## src/rtl/sticky_ccr_pkg.sv

```systemverilog
package sticky_ccr_pkg;
  localparam int CCR_W    = 8;
  localparam int POS_C    = 0;
  localparam int POS_V    = 1;
  localparam int POS_Z    = 2;
  localparam int POS_L    = 6;
  localparam int POS_SZ   = 7;
  localparam int N_STICKY = 2;
  localparam int N_RES    = 3;
  typedef enum int {STK_SZ = 0, STK_L = 1} sticky_idx_e;
  typedef enum int {RES_C = 0, RES_V = 1, RES_Z = 2} res_idx_e;
endpackage

```

## src/rtl/ccr_sticky_bits.sv

```systemverilog
module ccr_sticky_bits #(
  parameter int N = 2
) (
  input  logic         clk,
  input  logic         rst,
  input  logic [N-1:0] hw_set,
  input  logic         sw_we,
  input  logic [N-1:0] sw_val,
  output logic [N-1:0] q
);
  for (genvar i = 0; i < N; i++) begin : g_bit
    always_ff @(posedge clk) begin
      if (rst)        q[i] <= 1'b0;
      else if (sw_we) q[i] <= sw_val[i] | hw_set[i];
      else            q[i] <= q[i] | hw_set[i];
    end
  end
endmodule

```

## src/rtl/ccr_result_flags.sv

```systemverilog
module ccr_result_flags #(
  parameter int N = 3
) (
  input  logic         clk,
  input  logic         rst,
  input  logic         load,
  input  logic [N-1:0] load_val,
  input  logic         sw_we,
  input  logic [N-1:0] sw_val,
  output logic [N-1:0] q
);
  for (genvar i = 0; i < N; i++) begin : g_flag
    always_ff @(posedge clk) begin
      if (rst)        q[i] <= 1'b0;
      else if (sw_we) q[i] <= sw_val[i];
      else if (load)  q[i] <= load_val[i];
    end
  end
endmodule

```

## src/rtl/sticky_ccr.sv

```systemverilog
module sticky_ccr
  import sticky_ccr_pkg::*;
#(
  parameter int ACC_W   = 36,
  parameter int GROW_HI = 30,
  parameter int GROW_LO = 29
) (
  input  logic             clk,
  input  logic             rst,
  input  logic             alu_vld,
  input  logic             alu_zero,
  input  logic             alu_ovf,
  input  logic             alu_carry,
  input  logic             st_vld,
  input  logic [ACC_W-1:0] st_data,
  input  logic             mv_lim,
  input  logic             xfer_sat,
  input  logic             sw_we,
  input  logic [CCR_W-1:0] sw_wdata,
  output logic [CCR_W-1:0] ccr,
  output logic             sz,
  output logic             lim,
  output logic             z,
  output logic             v,
  output logic             c
);
  logic [N_STICKY-1:0] stk_set, stk_sw, stk_q;
  logic [N_RES-1:0]    res_in, res_sw, res_q;

  // growth test looks only at the two guard-adjacent bits
  always_comb begin
    stk_set[STK_SZ] = st_vld & (st_data[GROW_HI] ^ st_data[GROW_LO]);
    // transfer saturation deliberately does not contribute
    stk_set[STK_L]  = (alu_vld & alu_ovf) | mv_lim;
    stk_sw[STK_SZ]  = sw_wdata[POS_SZ];
    stk_sw[STK_L]   = sw_wdata[POS_L];
    res_in[RES_C]   = alu_carry;
    res_in[RES_V]   = alu_ovf;
    res_in[RES_Z]   = alu_zero;
    res_sw[RES_C]   = sw_wdata[POS_C];
    res_sw[RES_V]   = sw_wdata[POS_V];
    res_sw[RES_Z]   = sw_wdata[POS_Z];
  end

  ccr_sticky_bits #(.N(N_STICKY)) u_sticky (
    .clk(clk), .rst(rst), .hw_set(stk_set),
    .sw_we(sw_we), .sw_val(stk_sw), .q(stk_q)
  );

  ccr_result_flags #(.N(N_RES)) u_res (
    .clk(clk), .rst(rst), .load(alu_vld), .load_val(res_in),
    .sw_we(sw_we), .sw_val(res_sw), .q(res_q)
  );

  always_comb begin
    ccr         = '0;
    ccr[POS_SZ] = stk_q[STK_SZ];
    ccr[POS_L]  = stk_q[STK_L];
    ccr[POS_Z]  = res_q[RES_Z];
    ccr[POS_V]  = res_q[RES_V];
    ccr[POS_C]  = res_q[RES_C];
  end

  assign sz  = stk_q[STK_SZ];
  assign lim = stk_q[STK_L];
  assign z   = res_q[RES_Z];
  assign v   = res_q[RES_V];
  assign c   = res_q[RES_C];
endmodule

```

## config.mk

```make
export PLATFORM = sky130hd
export DESIGN_NAME = sticky_ccr
export DESIGN_NICKNAME = d
export VERILOG_FILES = /design/src/rtl/sticky_ccr_pkg.sv /design/src/rtl/ccr_sticky_bits.sv /design/src/rtl/ccr_result_flags.sv /design/src/rtl/sticky_ccr.sv
export SDC_FILE = /design/constraint.sdc
export NUM_CORES = 1
export LEC_CHECK = 0
export ABC_AREA = 1
export BUFFER_PORTS_ARGS = -buffer_cell sky130_fd_sc_hd__buf_2
export CAP_MARGIN = 20
export CORE_MARGIN = 2
export CORE_UTILIZATION = 23
export DETAILED_ROUTE_END_ITERATION = 10
export GPL_ROUTABILITY_DRIVEN = 0
export PLACE_DENSITY = 0.72
export RECOVER_POWER = 25
export SLEW_MARGIN = 30
export SYNTH_ARGS = -nofsm -noshare
export SYNTH_HDL_FRONTEND = slang
export SYNTH_SLANG_ARGS = --single-unit
```

## constraint.sdc

```tcl
create_clock -name clk -period 0.8 [get_ports clk]
set_input_delay 0.04 -clock clk [delete_from_list [all_inputs] [get_ports clk]]
set_output_delay 0.04 -clock clk [all_outputs]
set_load 0.005 [all_outputs]
```

; After elaboration in Yosys (flattened, before gate mapping)
; Index checks and enable logic that the tools add are counted.
[word_totals]
reg_bits = 5
in_bits = 54
out_inout_bits = 13
elab_cells = 22
[op_classes]
mux = 8
n_bitwise = 8
reduce_logical = 1
[op_table]
columns = op, n
row1 = $mux W1, 8
row2 = $or A1 B1 Y1, 5
row3 = $and A1 B1 Y1, 2
row4 = $reduce_bool A2 Y1, 1
row5 = $xor A1 B1 Y1, 1

; Logic depth before layout (Yosys ltp)
; Gate-level depths: netlist of run 1.
[depth]
word_depth = 4
ltp_mapped = 5
ltp_nobuf = 5

; Hierarchy
; A second synthesis of run 1 with hierarchy kept.
[hier_totals]
hier_cells = 55
area_unflattened_um2 = 330.3
[by_module_without_submodules]
columns = mod, instances, cells_per_inst, area_per_inst_um2, seq_area_each_um2
row1 = ccr_result_flags, 1, 24, 146.4, 60.1
row2 = ccr_sticky_bits, 1, 17, 97.6, 40.0
row3 = sticky_ccr, 1, 14, 86.3, 0.0

; Worst setup path after synthesis of run 1
; OpenSTA, ideal clock, no wires.
[synth_path]
path_type = register to register
startpoint = register u_sticky.q[0]
endpoint = register u_sticky.q[0]
setup_time_ns = 0.066
arrival_time_ns = 0.591
required_ns = 0.734
slack_ns = 0.143
stages_incl_launch_ff = 5
path_buffers = 0
period_less_slack_ns = 0.657
path_cell_list = dfxtp_1 inv_1 nand2_1 nand2_1 a21oi_2
[synth_between]
elab_chain_cells = 2
[synth_rtl]
columns = element, line_no
row1 = from (decl), ccr_sticky_bits.sv:9  ; output logic [N-1:0] q
row2 = "from (signal, indexed assignment)", ccr_sticky_bits.sv:14  ; else if (sw_we) q[i] <= sw_val[i] | hw_set[i];
row3 = "from (signal, indexed assignment)", ccr_sticky_bits.sv:15  ; else q[i] <= q[i] | hw_set[i];
row4 = $or A1 B1 Y1, ccr_sticky_bits.sv:15
row5 = $mux W1, ccr_sticky_bits.sv:14
; Every way passes these cells.
; A chain may end at the register's enable or synchronous reset.

; Final worst setup path of run 1
[layout_path]
startpoint = register u_sticky.q[0]
endpoint = output sz
[layout_lines]
columns = element, line_no
row1 = to (decl), sticky_ccr.sv:21  ; output logic sz,
; No word-level cell between the ends.

==> impl_metrics.json, run 1 <==
{
  "report.final.setup_viol": 0,
  "reg2reg_depth": 4,
  "synth_cells": 54,
  "drt_wl_total_um": 734,
  "ir_drop_uv": 694,
  "crit_family": "flip-flops",
  "whs_ns": 0.0755,
  "antenna_found_initial": 0,
  "critPathBufInv": 1,
  "hold_path_end": "u_sticky.q[0]",
  "power.density_nw_per_um2": 1580,
  "numClockSinks": 5,
  "ys_warn_count": 0,
  "wl_met3_um": 118,
  "vias": 377,
  "cts.path.max_buffers": 2,
  "fin_skew_ns": 0,
  "dr.max_layer_used": "met3",
  "met1_length_um": 328,
  "syn_area_sq_um": 328,
  "status": "complete, no violations",
  "dieWidth_um": 41.8,
  "whs_path_depth": 3,
  "period_needed_ns": 0.735,
  "die_y_um": 41.8,
  "path_class": "reg -> out",
  "synth.avg_cell_area_sq_um": 6.07,
  "antennaDiodeCount": 0,
  "path_max_fanout": 3,
  "synth_top_area_cell": "dfxtp_1",
  "cts.reportedPaths.clkPinSlew_ns": 0.04,
  "ant_nets": 0,
  "slew_violations": 0,
  "globalRouteOverflowTotal": 0,
  "timing_hold_violations_final": 0,
  "yosysSeqAreaShare_pct": 30.5,
  "ys_types": 9,
  "final_area_sq_um": 458,
  "ys_seq_elements": 5,
  "grt_use_total_pct": 9.56,
  "end_kind": "output pin",
  "synth.most_common_cell": "nand2_1",
  "vias_per_cell": 4.05,
  "placed_area_sq_um": 419,
  "ios": 67,
  "wl_per_cell_um": 7.89,
  "grt_pass1_vias": 324,
  "layout-drive-gt1-share_pct": 41.0,
  "cts_setup_buffers": 0,
  "maxCapViolations": 0,
  "crit_path_top_delay_cell": "dfxtp_1",
  "cp_cell_sequence": "buf_2",
  "grt_pass1_wl_um": 1240,
  "r2r_end": "u_sticky.q[0]",
  "hp-class": "in -> reg",
  "r2r_slack_ns": 0.13,
  "layout.nets": 133,
  "worstSetupStartpointType": "register",
  "slowest_delay_ns": 0.34,
  "rsz0062_at_grt": "no",
  "max_freq_mhz": 1360,
  "synthFlopType": "dfxtp_1",
  "power_leakage_nw": 0.304,
  "cts_max_level": 1,
  "die_area_sq_um": 1740,
  "fin_crit_sh_pct": 91.9,
  "first_iter_violations": 7,
  "tns_ns": 0,
  "dp_hpwl_um": 622,
  "cts_made_buffers": 3,
  "start_util_pct": 24.9,
  "cts_tree": "yes",
  "synth_edf_count": 0,
  "synthArstFlopShare_pct": 0,
  "dr_wl_met2_um": 287,
  "rows": 13,
  "synth_commonest_cells": "19 x nand2_1, 9 x inv_1, 8 x buf_4",
  "drc_errors": 0,
  "firstDrtPassIters": 4,
  "synthTopCellsByArea": "dfxtp_1 31%, nand2_1 22%, buf_4 18%",
  "synth_top_area_share_pct": 30.5,
  "worstHoldStart": "st_vld",
  "grt_max_degree": 8,
  "root_buffer": "clkbuf_4",
  "r2r_start": "u_sticky.q[0]",
  "numPortBuffers": 25,
  "critPathArrivalTime_ns": 0.70,
  "syn_to_final_growth_pct": 39.7,
  "core_sq_um": 1320,
  "worstSkewPairLatency_ns": 0.24,
  "cp.required_ns": 0.76
}
through the flow:
stage | power [mW] | utilization, % | std cells | worst slack [ns]
finish | 0.723 | 34.8 | 93 | 0.0648
global route | 0.791 | 34.8 | 93 | 0.00670
CTS | 0.740 | 34.6 | 93 | 0.0383
detailed placement | 0.435 | 31.8 | 88 | 0.114
global placement | 0.432 | 31.8 | 88 | 0.127
floorplan | 0.381 | - | 56 | 0.143
cell usage in the layout, fill, tap and decap left out, drive strengths merged:
master and n:
a21oi 1, buf 24, clkbuf 5, conb 3, dfxtp 5, dlygate4sd3 1, inv 10, nand2 19
nand3 7, nor2 3
routing by layer:
layer | GRT usage [%] | up-vias
li1 | - | 198
met1 | 11.7 | 153
met2 | 12.5 | 26
met3 | 8.26 | 0
met4 | 1.94 | 0
met5 | 0 | -
cells by family after synthesis:
family	count (synthesis)	synth area share (%)
simple gates	29	35.9
buf+inv	18	29.8
flops	5	30.5
compound gates	1	2.67
other cells	1	1.14
state kept, by name (all words and copies together) (netlist names):
register	cells
u_sticky.q	2
u_res.q	3
where the power goes:
part | switching, mW | leakage (nW) | internal, mW
registers | 0.0117 | 0.0421 | 0.270
logic | 0.0752 | 0.247 | 0.0772
clock network | 0.100 | 0.0150 | 0.188
layout make-up:
type	instances	area, sq um
Clock buffer	4	26.3
Timing Repair Buffer	26	135
Inverter	10	37.5
Fill cell	151	860
Tap cell	15	18.8
Multi-Input combinational cell	33	138
Sequential cell	5	103
timing repair:
action	4_1_cts	5_1_grt
hold endpoints to repair	2	0
resized for setup	0	2
hold buffers	1	0
endpoints found under the setup margin	0	3
how the worst max path moves through the flow:
stage | depth (start not counted) | startpoint | endpoint
floorplan | 4 | u_sticky.q[0] | u_sticky.q[0]
global placement | 6 | sw_we | u_res.q[0]
finish | 1 | u_sticky.q[0] | sz
detailed placement | 6 | sw_we | u_res.q[0]
global route | 1 | u_res.q[0] | c
CTS | 1 | u_sticky.q[1] | lim
Power figures use the tool's default switching activity.
==> inputs of run 2 (changes only) <==
==> constraint.sdc (replaced) <==
create_clock -name clk -period 0.8 [get_ports clk]
set_input_delay 0.04 -clock clk [delete_from_list [all_inputs] [get_ports clk]]
set_output_delay 0.04 -clock clk [all_outputs]
set_load 0.02 [all_outputs]
==> run 2 against run 1 <==
Largest cell class is now buffers. Global-route usage stayed put. Cell count stayed put. Highest routed layer unchanged. Register-to-register slack hardly changed. Clock power hardly changed. Non-clock buffer count stayed put. Maximum frequency is 3.3% lower. Via count is 0.53% higher.
==> impl_metrics.json, run 2 (same netlist as run 1, synthesis figures left out) <==
{
  "globalRouteOverflowTotal": 0,
  "r2r_slack_ns": 0.14,
  "postLayoutCoreUtil_pct": 36.8,
  "grt_pass1_vias": 324,
  "cts.reportedPaths.clkPinSlew_ns": 0.04,
  "ir_drop_uv": 637,
  "cts_tree": "yes",
  "slowest_delay_ns": 0.33,
  "largest_register_ffs": 3,
  "start_util_pct": 24.9,
  "critPathBufInv": 1,
  "antenna_found_initial": 0,
  "root_buffer": "clkbuf_4",
  "reg_top3": "u_res.q (3), u_sticky.q (2)",
  "layout.nets": 133,
  "power_mw": 0.798,
  "cts.path.max_buffers": 2,
  "cts_max_level": 1,
  "timing_hold_violations_final": 0,
  "placed_area_sq_um": 419,
  "grt_max_degree": 8,
  "cts_made_buffers": 3,
  "path_max_fanout": 3,
  "cp_cell_sequence": "buf_2",
  "final_common_cell": "nand2_1",
  "worstSkewPairLatency_ns": 0.24,
  "die_area_sq_um": 1740,
  "core_sq_um": 1320,
  "final_cell_mix": "19 x nand2_1, 16 x buf_2, 9 x inv_1, 9 x buf_4, 7 x nand3_1",
  "syn_to_final_growth_pct": 47.7,
  "ant_nets": 0,
  "power_leakage_nw": 0.308,
  "maxCapViolations": 0,
  "whs_ns": 0.0681,
  "first_iter_violations": 7,
  "rows": 13,
  "path_class": "reg -> out",
  "rsz0062_at_grt": "no",
  "hp-class": "in -> reg",
  "report.final.setup_viol": 0,
  "antennaDiodeCount": 0,
  "drc_errors": 0,
  "critPathArrivalTime_ns": 0.72,
  "slew_violations": 0,
  "cts_setup_buffers": 0,
  "grt_pass1_wl_um": 1240,
  "vias": 379,
  "grt_use_total_pct": 9.56,
  "dieWidth_um": 41.8,
  "die_y_um": 41.8,
  "numPortBuffers": 25,
  "fin_skew_ns": 0,
  "fin_crit_sh_pct": 95.0,
  "numClockSinks": 5,
  "final_area_sq_um": 484,
  "dp_hpwl_um": 622,
  "status": "complete, no violations",
  "max_freq_mhz": 1320,
  "drt_wl_total_um": 760,
  "wl_per_cell_um": 8.17,
  "power.density_nw_per_um2": 1650,
  "regMostFlops": "u_res.q",
  "period_needed_ns": 0.760,
  "end_kind": "output pin",
  "crit_family": "flip-flops",
  "crit_path_top_delay_cell": "dfxtp_2",
  "ios": 67,
  "vias_per_cell": 4.08,
  "cp.required_ns": 0.76,
  "layout-drive-gt1-share_pct": 44.9,
  "firstDrtPassIters": 4,
  "worstSetupStartpointType": "register"
}
## run 2: cell count changes in the layout (fill, tap and decap cells not counted), sizes merged
cell    change
buf         +1
clkbuf      -1
## run 2: path summary, 6_finish.rpt
kind / start / end / cells past startpoint
worst max register to register: u_sticky.q[0] / u_sticky.q[0] / 4
worst min-delay path: st_vld / u_sticky.q[0] / 3
worst max-delay path: u_res.q[2] / ccr[2] / 1
worst min register to register: u_res.q[2] / u_res.q[2] / 4
## run 2: timing repair
action,in CTS,in global routing
resized for setup,4,10
endpoints found under the setup margin,5,10
endpoints found under the hold margin,2,0
cloned,0,0
pin swaps,0,0
hold buffers,1,0
## run 2: cell type report
type                    instances  area [sq um]
clock buffers                   4          26.3
inverters                      10          37.5
fillers                       150           833
well taps                      15          18.8
multi-input cells              33           138
flip-flops and latches          5           106
repair buffers                 26           158
## run 2: layer usage
layer	GRT usage, %	part of all wire, %	vias up
li1	-	-	198
met1	11.7	45	155
met2	12.5	41	26
met3	8.26	15	0
met4	1.94	0	0
met5	0	0	-
## run 2: power breakdown
| part | internal [mW] | switching [mW] |
|---|---|---|
| logic | 0.0960 | 0.125 |
| registers | 0.272 | 0.0137 |
| clock network | 0.189 | 0.102 |
## run 2: metrics by stage
stage               setup TNS (ns)  std cells  setup slack, ns
finish                           0         93           0.0398
global route                     0         93          0.00134
CTS                        -0.0245         93          -0.0131
detailed placement               0         88            0.114
global placement                 0         88            0.127
floorplan                        0         56           0.0222
